## src/rtl/bsc_pkg.sv

```systemverilog
package bsc_pkg;

  // Controller phases
  typedef enum logic [2:0] {
    PH_IDLE      = 3'd0,
    PH_WAIT_FREE = 3'd1,
    PH_START     = 3'd2,
    PH_ADDR_WAIT = 3'd3,
    PH_ADDR_SEND = 3'd4,
    PH_OWNED     = 3'd5
  } phase_t;

  // Registered output bundle
  typedef struct packed {
    logic start_req;
    logic load_addr;
    logic hold_bus;
  } ctl_out_t;

endpackage

```

## src/rtl/bsc_bus_monitor.sv

```systemverilog
module bsc_bus_monitor #(
  parameter bit STOP_WINS = 1'b1
) (
  input  logic clk,
  input  logic rst,
  input  logic start_det,
  input  logic stop_det,
  output logic busy
);

  logic busy_d;

  generate
    if (STOP_WINS) begin : g_stop_first
      always_comb begin
        busy_d = busy;
        if (stop_det)       busy_d = 1'b0;
        else if (start_det) busy_d = 1'b1;
      end
    end else begin : g_start_first
      always_comb begin
        busy_d = busy;
        if (start_det)     busy_d = 1'b1;
        else if (stop_det) busy_d = 1'b0;
      end
    end
  endgenerate

  always_ff @(posedge clk) begin
    if (rst) busy <= 1'b0;
    else     busy <= busy_d;
  end


  busy_set_chk: assert property (@(posedge clk) disable iff (rst)
    (start_det && !stop_det) |=> busy);


  busy_clear_chk: assert property (@(posedge clk) disable iff (rst)
    (stop_det && (STOP_WINS || !start_det)) |=> !busy);

endmodule

```

## src/rtl/bsc_sequencer.sv

```systemverilog
module bsc_sequencer
  import bsc_pkg::*;
(
  input  logic   clk,
  input  logic   rst,
  input  logic   busy,
  input  logic   start_det,
  input  logic   stop_det,
  input  logic   start_cmd,
  input  logic   txbuf_valid,
  input  logic   start_done,
  input  logic   byte_done,
  output phase_t phase_q,
  output phase_t phase_d
);

  logic bus_free;

  // Free only if no START is arriving in this very cycle
  assign bus_free = !busy && !start_det;

  always_comb begin
    phase_d = phase_q;
    unique case (phase_q)
      PH_IDLE: begin
        if (start_cmd) phase_d = bus_free ? PH_START : PH_WAIT_FREE;
      end
      PH_WAIT_FREE: begin
        if (bus_free) phase_d = PH_START;
      end
      PH_START: begin
        if (start_done) phase_d = txbuf_valid ? PH_ADDR_SEND : PH_ADDR_WAIT;
      end
      PH_ADDR_WAIT: begin
        if (txbuf_valid) phase_d = PH_ADDR_SEND;
      end
      PH_ADDR_SEND: begin
        if (byte_done) phase_d = PH_OWNED;
      end
      PH_OWNED: begin
        if (stop_det) phase_d = PH_IDLE;
      end
      default: phase_d = PH_IDLE;
    endcase
  end

  always_ff @(posedge clk) begin
    if (rst) phase_q <= PH_IDLE;
    else     phase_q <= phase_d;
  end


  start_hold_chk: assert property (@(posedge clk) disable iff (rst)
    (phase_q == PH_START && !start_done) |=> phase_q == PH_START);


  owned_release_chk: assert property (@(posedge clk) disable iff (rst)
    (phase_q == PH_OWNED && stop_det) |=> phase_q == PH_IDLE);


  busy_cmd_ignored_chk: assert property (@(posedge clk) disable iff (rst)
    (phase_q == PH_OWNED && !stop_det) |=> phase_q == PH_OWNED);

endmodule

```

## src/rtl/bsc_out_regs.sv

```systemverilog
module bsc_out_regs
  import bsc_pkg::*;
(
  input  logic     clk,
  input  logic     rst,
  input  phase_t   phase_q,
  input  phase_t   phase_d,
  output ctl_out_t ctl_q
);

  ctl_out_t ctl_d;

  always_comb begin
    ctl_d.start_req = (phase_d == PH_START);
    ctl_d.hold_bus  = (phase_d == PH_ADDR_WAIT);
    ctl_d.load_addr = (phase_d == PH_ADDR_SEND) && (phase_q != PH_ADDR_SEND);
  end

  always_ff @(posedge clk) begin
    if (rst) ctl_q <= '0;
    else     ctl_q <= ctl_d;
  end


  load_pulse_chk: assert property (@(posedge clk) disable iff (rst)
    ctl_q.load_addr |=> !ctl_q.load_addr);

endmodule

```

## src/rtl/bus_start_ctrl.sv

```systemverilog
module bus_start_ctrl
  import bsc_pkg::*;
#(
  parameter bit STOP_WINS = 1'b1
) (
  input  logic clk,
  input  logic rst,
  input  logic start_det,
  input  logic stop_det,
  input  logic start_cmd,
  input  logic txbuf_valid,
  input  logic start_done,
  input  logic byte_done,
  output logic bus_busy,
  output logic start_req,
  output logic load_addr,
  output logic hold_bus
);

  phase_t   phase_q;
  phase_t   phase_d;
  ctl_out_t ctl_q;

  bsc_bus_monitor #(.STOP_WINS(STOP_WINS)) u_mon (
    .clk       (clk),
    .rst       (rst),
    .start_det (start_det),
    .stop_det  (stop_det),
    .busy      (bus_busy)
  );

  bsc_sequencer u_seq (
    .clk         (clk),
    .rst         (rst),
    .busy        (bus_busy),
    .start_det   (start_det),
    .stop_det    (stop_det),
    .start_cmd   (start_cmd),
    .txbuf_valid (txbuf_valid),
    .start_done  (start_done),
    .byte_done   (byte_done),
    .phase_q     (phase_q),
    .phase_d     (phase_d)
  );

  bsc_out_regs u_out (
    .clk     (clk),
    .rst     (rst),
    .phase_q (phase_q),
    .phase_d (phase_d),
    .ctl_q   (ctl_q)
  );

  assign start_req = ctl_q.start_req;
  assign load_addr = ctl_q.load_addr;
  assign hold_bus  = ctl_q.hold_bus;

  // a START request only ever rises after a cycle with the bus free
  start_when_free_chk: assert property (@(posedge clk) disable iff (rst)
    $rose(start_req) |-> !$past(bus_busy));


  hold_until_data_chk: assert property (@(posedge clk) disable iff (rst)
    (hold_bus && !txbuf_valid) |=> (hold_bus && !load_addr));


  hold_release_chk: assert property (@(posedge clk) disable iff (rst)
    (hold_bus && txbuf_valid) |=> (!hold_bus && load_addr));

endmodule

```

## config.mk

```make
export PLATFORM = sky130hd
export DESIGN_NAME = bus_start_ctrl
export DESIGN_NICKNAME = d
export VERILOG_FILES = /design/src/rtl/bsc_pkg.sv /design/src/rtl/bsc_bus_monitor.sv /design/src/rtl/bsc_sequencer.sv /design/src/rtl/bsc_out_regs.sv /design/src/rtl/bus_start_ctrl.sv
export SDC_FILE = /design/constraint.sdc
export NUM_CORES = 1
export LEC_CHECK = 0
export ABC_CLOCK_PERIOD_IN_PS = 2120
export CORE_MARGIN = 2
export CORE_UTILIZATION = 23
export DETAILED_ROUTE_END_ITERATION = 12
export GPL_TIMING_DRIVEN = 0
export PLACE_DENSITY = 0.56
export SETUP_SLACK_MARGIN = 0.3
export SYNTH_ARGS = -nofsm -noshare
export SYNTH_HDL_FRONTEND = slang
export SYNTH_SLANG_ARGS = --single-unit
```

## constraint.sdc

```tcl
create_clock -name clk -period 2.12 [get_ports clk]
set_input_delay 0.318 -clock clk [delete_from_list [all_inputs] [get_ports clk]]
set_output_delay 0.318 -clock clk [all_outputs]
set_load 0.01 [all_outputs]
```

==> metrics.md <==
| Metric | Value |
|---|---|
| Post-Synth XOR/XNOR Area | `0` |
| Syn nets | `40` |
| Power per Cell Area | `729 nW/um^2` |
| Synth-to-layout area growth | `51.5%` |
| Post-synthesis mux area share | `0` |
| Crit path from | `u_mon.busy` |
| Fin nets | `56` |
| WP depth | `1` |
| Mapped Cells | `32` |
| Synth Area in Simple Gates | `0.280` |
| Antenna Cells | `0` |
| CP startpoint kind | `flop` |
| Net switching power | `0.0856 mW` |
| Routed WL | `between 700 and 800 microns` |
| Post-CTS setup buffers | `0` |
| HPWL reported at the end of detailed placement | `554 microns` |
| Initial antenna violation count | `0` |
| Final TNS setup | `0 ns` |
| Clk Tree Root Cell | `clkbuf_4` |
| Yosys top cell by area | `dfxtp_1` |
| Syn Std Cell Area | `299 sq um` |
| Vias in the first global route | `~320` |
| Clock skew | `0.000971 ns` |
| Global-route wire length before repair | `1.32 mm` |
| Height of the die | `40.1 microns` |
| Clk sink count | `7` |
| Slew of the pin with the lowest slew margin | `about 0.26 ns` |
| Vias post-DR | `300` |
| CTS tree | `yes` |
| Detailed router's first-iteration violation count | `9` |
| Slowest-stage cell, CP | `clkdlybuf4s50_1` |
| Post-synthesis compound-gate area fraction | `0.226` |
| WP buf/inv | `1` |
| Max FO, Critical Path | `2` |
| Slew Limit Headroom | `0.828` |
| Placed Area | `roughly 430 sq um` |
| Synth area leaders | `dfxtp_1, o211ai_1, nor2_1` |
| GP Congestion | `0.841` |
| CTS Hold Bufs | `0` |
| FMAX | `about 0.69 GHz` |
| CTS Buf Count | `3` |
| Maximum vdd drop | `0.290 mV` |
| WL per Instance | `11.8 microns` |
| Ports | `12` |
| First-pass DRT Iterations | `4` |
| RSZ-0062 raised after global routing | `false` |
| H-tree depth | `1` |
| Min Tclk post-route | `1.45 ns` |
| FF-to-FF setup slack | `between 0.8 and 0.9 ns` |
| Reg2reg end | `u_out.ctl_q[1]` |
| Yosys cell types | `16` |
| Max_cap viols | `0` |
| R2r worst-path depth | `4` |
| Hold Crit Class | `flop to flop` |
| Critical Path RT | `1.80 ns` |
| Final Instance Area | `about 450 sq um` |
| CP Cell Sequence | `clkdlybuf4s50_1` |
| Reg power frac | `0.447` |
| Syn Area/Cell | `between 9 and 10 sq um` |
| Leak | `0.176 nW` |
| GRT overflow | `0` |
| FP Rows | `12` |
| Largest family of logic cells by synthesized area | `simple AND/OR/NAND/NOR gates` |
| Initial Util | `0.259` |
| Largest stage delay on the critical path | `approximately 0.54 ns` |
| Pins Over Slew Limit | `0` |
| Final Hold Fails | `0` |
| Total power draw | `0.330 mW` |
| P_int | `0.245 mW` |
| Die area | `1600 sq um` |
| Worst setup path end | `bus_busy` |
| Gr usage total | `0.133` |
| Top cell type's share of synthesized area | `0.469` |
| Clk buf depth | `2` |
| Post-route insts no fill | `61` |
| Largest net degree at the start of global routing | `9` |
| Final hold slack | `0.576 ns` |
| Synth Area in Adders | `0` |
| Post-route ant nets | `0` |
| Layout cells sized above 1 | `0.128` |
| Number of fill cells in the layout | `108` |
| # setup viols final | `0` |
| Clk_lat worst skew | `0.26 ns` |
| Arr. time, crit path | `1.13 ns` |
| I/O Buffers | `11` |
| Flops & latches, synth | `7` |
| Worst setup path class | `flop to output pin` |
| Top delay family on crit path | `buffers and inverters` |
| DRC viols | `0` |
| Chip width | `40.1 microns` |
| Sequential area share after synthesis | `0.469` |
| Comb pwr share | `0.170` |
| Core area | `1160 sq um` |
| Worst r2r src | `u_seq.phase_q[2]` |
| Switching part of the total | `0.259` |
| Yosys warns | `0` |
| Clock Pin Slew Worst Setup and Hold Paths | `0.05 ns` |
| Dpl cells | `57` |
| Resized cells post-CTS | `0` |
| Outcome | `completed` |
| Drt via density | `4.92` |
| Crit share post-route | `0.685` |
| Clock network fraction of design power | `0.383` |
| Crit. End Element | `output pin` |
[kinds of logic after synthesis]
kind of cell | after synthesis
and+or+nand+nor | 14
AOI/OAI and AO/OA | 9
DFF | 7
buffers and inverters | 2
[flip-flops by register name (all words and copies together) (netlist names)]
name           count
u_out.ctl_q        3
u_seq.phase_q      3
u_mon.busy         1
[power groups by stage]
stage | Clock [mW] | Combinational [mW] | Sequential, mW
floorplan | 0 | 0.0263 | 0.150
global route | 0.141 | 0.0622 | 0.148
CTS | 0.128 | 0.0558 | 0.147
detailed placement | 0 | 0.0555 | 0.150
global placement | 0 | 0.0546 | 0.150
finish | 0.127 | 0.0560 | 0.148
[cell type report]
class / instances / area, sq um / area share
multi-input cells: 23 / 151 / 0.334
flip-flops and latches: 7 / 140 / 0.309
repair buffers: 11 / 110 / 0.243
clock buffers: 4 / 26.3 / 0.0580
well taps: 14 / 17.5 / 0.0387
inverters: 2 / 7.51 / 0.0166
[worst min path at each step]
| stage | end | from | slack [ns] | depth (start not counted) |
|---|---|---|---|---|
| after CTS | u_mon.busy | u_mon.busy | 0.59 | 2 |
| after global placement | u_mon.busy | u_mon.busy | 0.55 | 2 |
| after floorplan | u_seq.phase_q[2] | rst | 0.39 | 1 |
| final | u_mon.busy | u_mon.busy | 0.58 | 2 |
| after global routing | u_mon.busy | u_mon.busy | 0.63 | 2 |
| after detailed placement | u_mon.busy | u_mon.busy | 0.57 | 2 |
[cells in the final DEF, fill, tap and decap left out, types with 2 or more instances in the layout]
master,synthesis,layout
clkbuf_4,0,3
clkdlybuf4s50_1,0,11
dfxtp_1,7,7
inv_1,2,2
nand2_1,3,3
nor2_1,5,5
o211ai_1,3,3
o21ai_1,2,2
[metrics by stage]
stage / setup WS, ns / utilization
floorplan: 1.03 / -
global placement: 0.586 / 0.369
detailed placement: 0.571 / 0.369
CTS: 0.658 / 0.392
global route: 0.604 / 0.392
finish: 0.669 / 0.392
[metal layers]
layer	vias to the layer above	share of wire	wire [microns]	GRT usage
li1	153	-	-	-
met1	132	0.42	302	0.124
met4	0	0.015	11	0.121
met3	2	0.062	45	0.0667
met2	13	0.50	363	0.210
met5	-	0	0	0
[cell usage after synthesis]
cell type,instances
a221o_1,1
nor3_1,1
inv_1,2
o211ai_1,3
nor2_1,5
and4b_1,1
a21oi_1,1
nor2_2,1
nand3b_1,1
o221a_2,1
dfxtp_1,7
o21ai_1,2
nor2b_4,1
nand4bb_1,1
o221ai_1,1
nand2_1,3
Note: power is estimated with default switching activity, not from simulation.
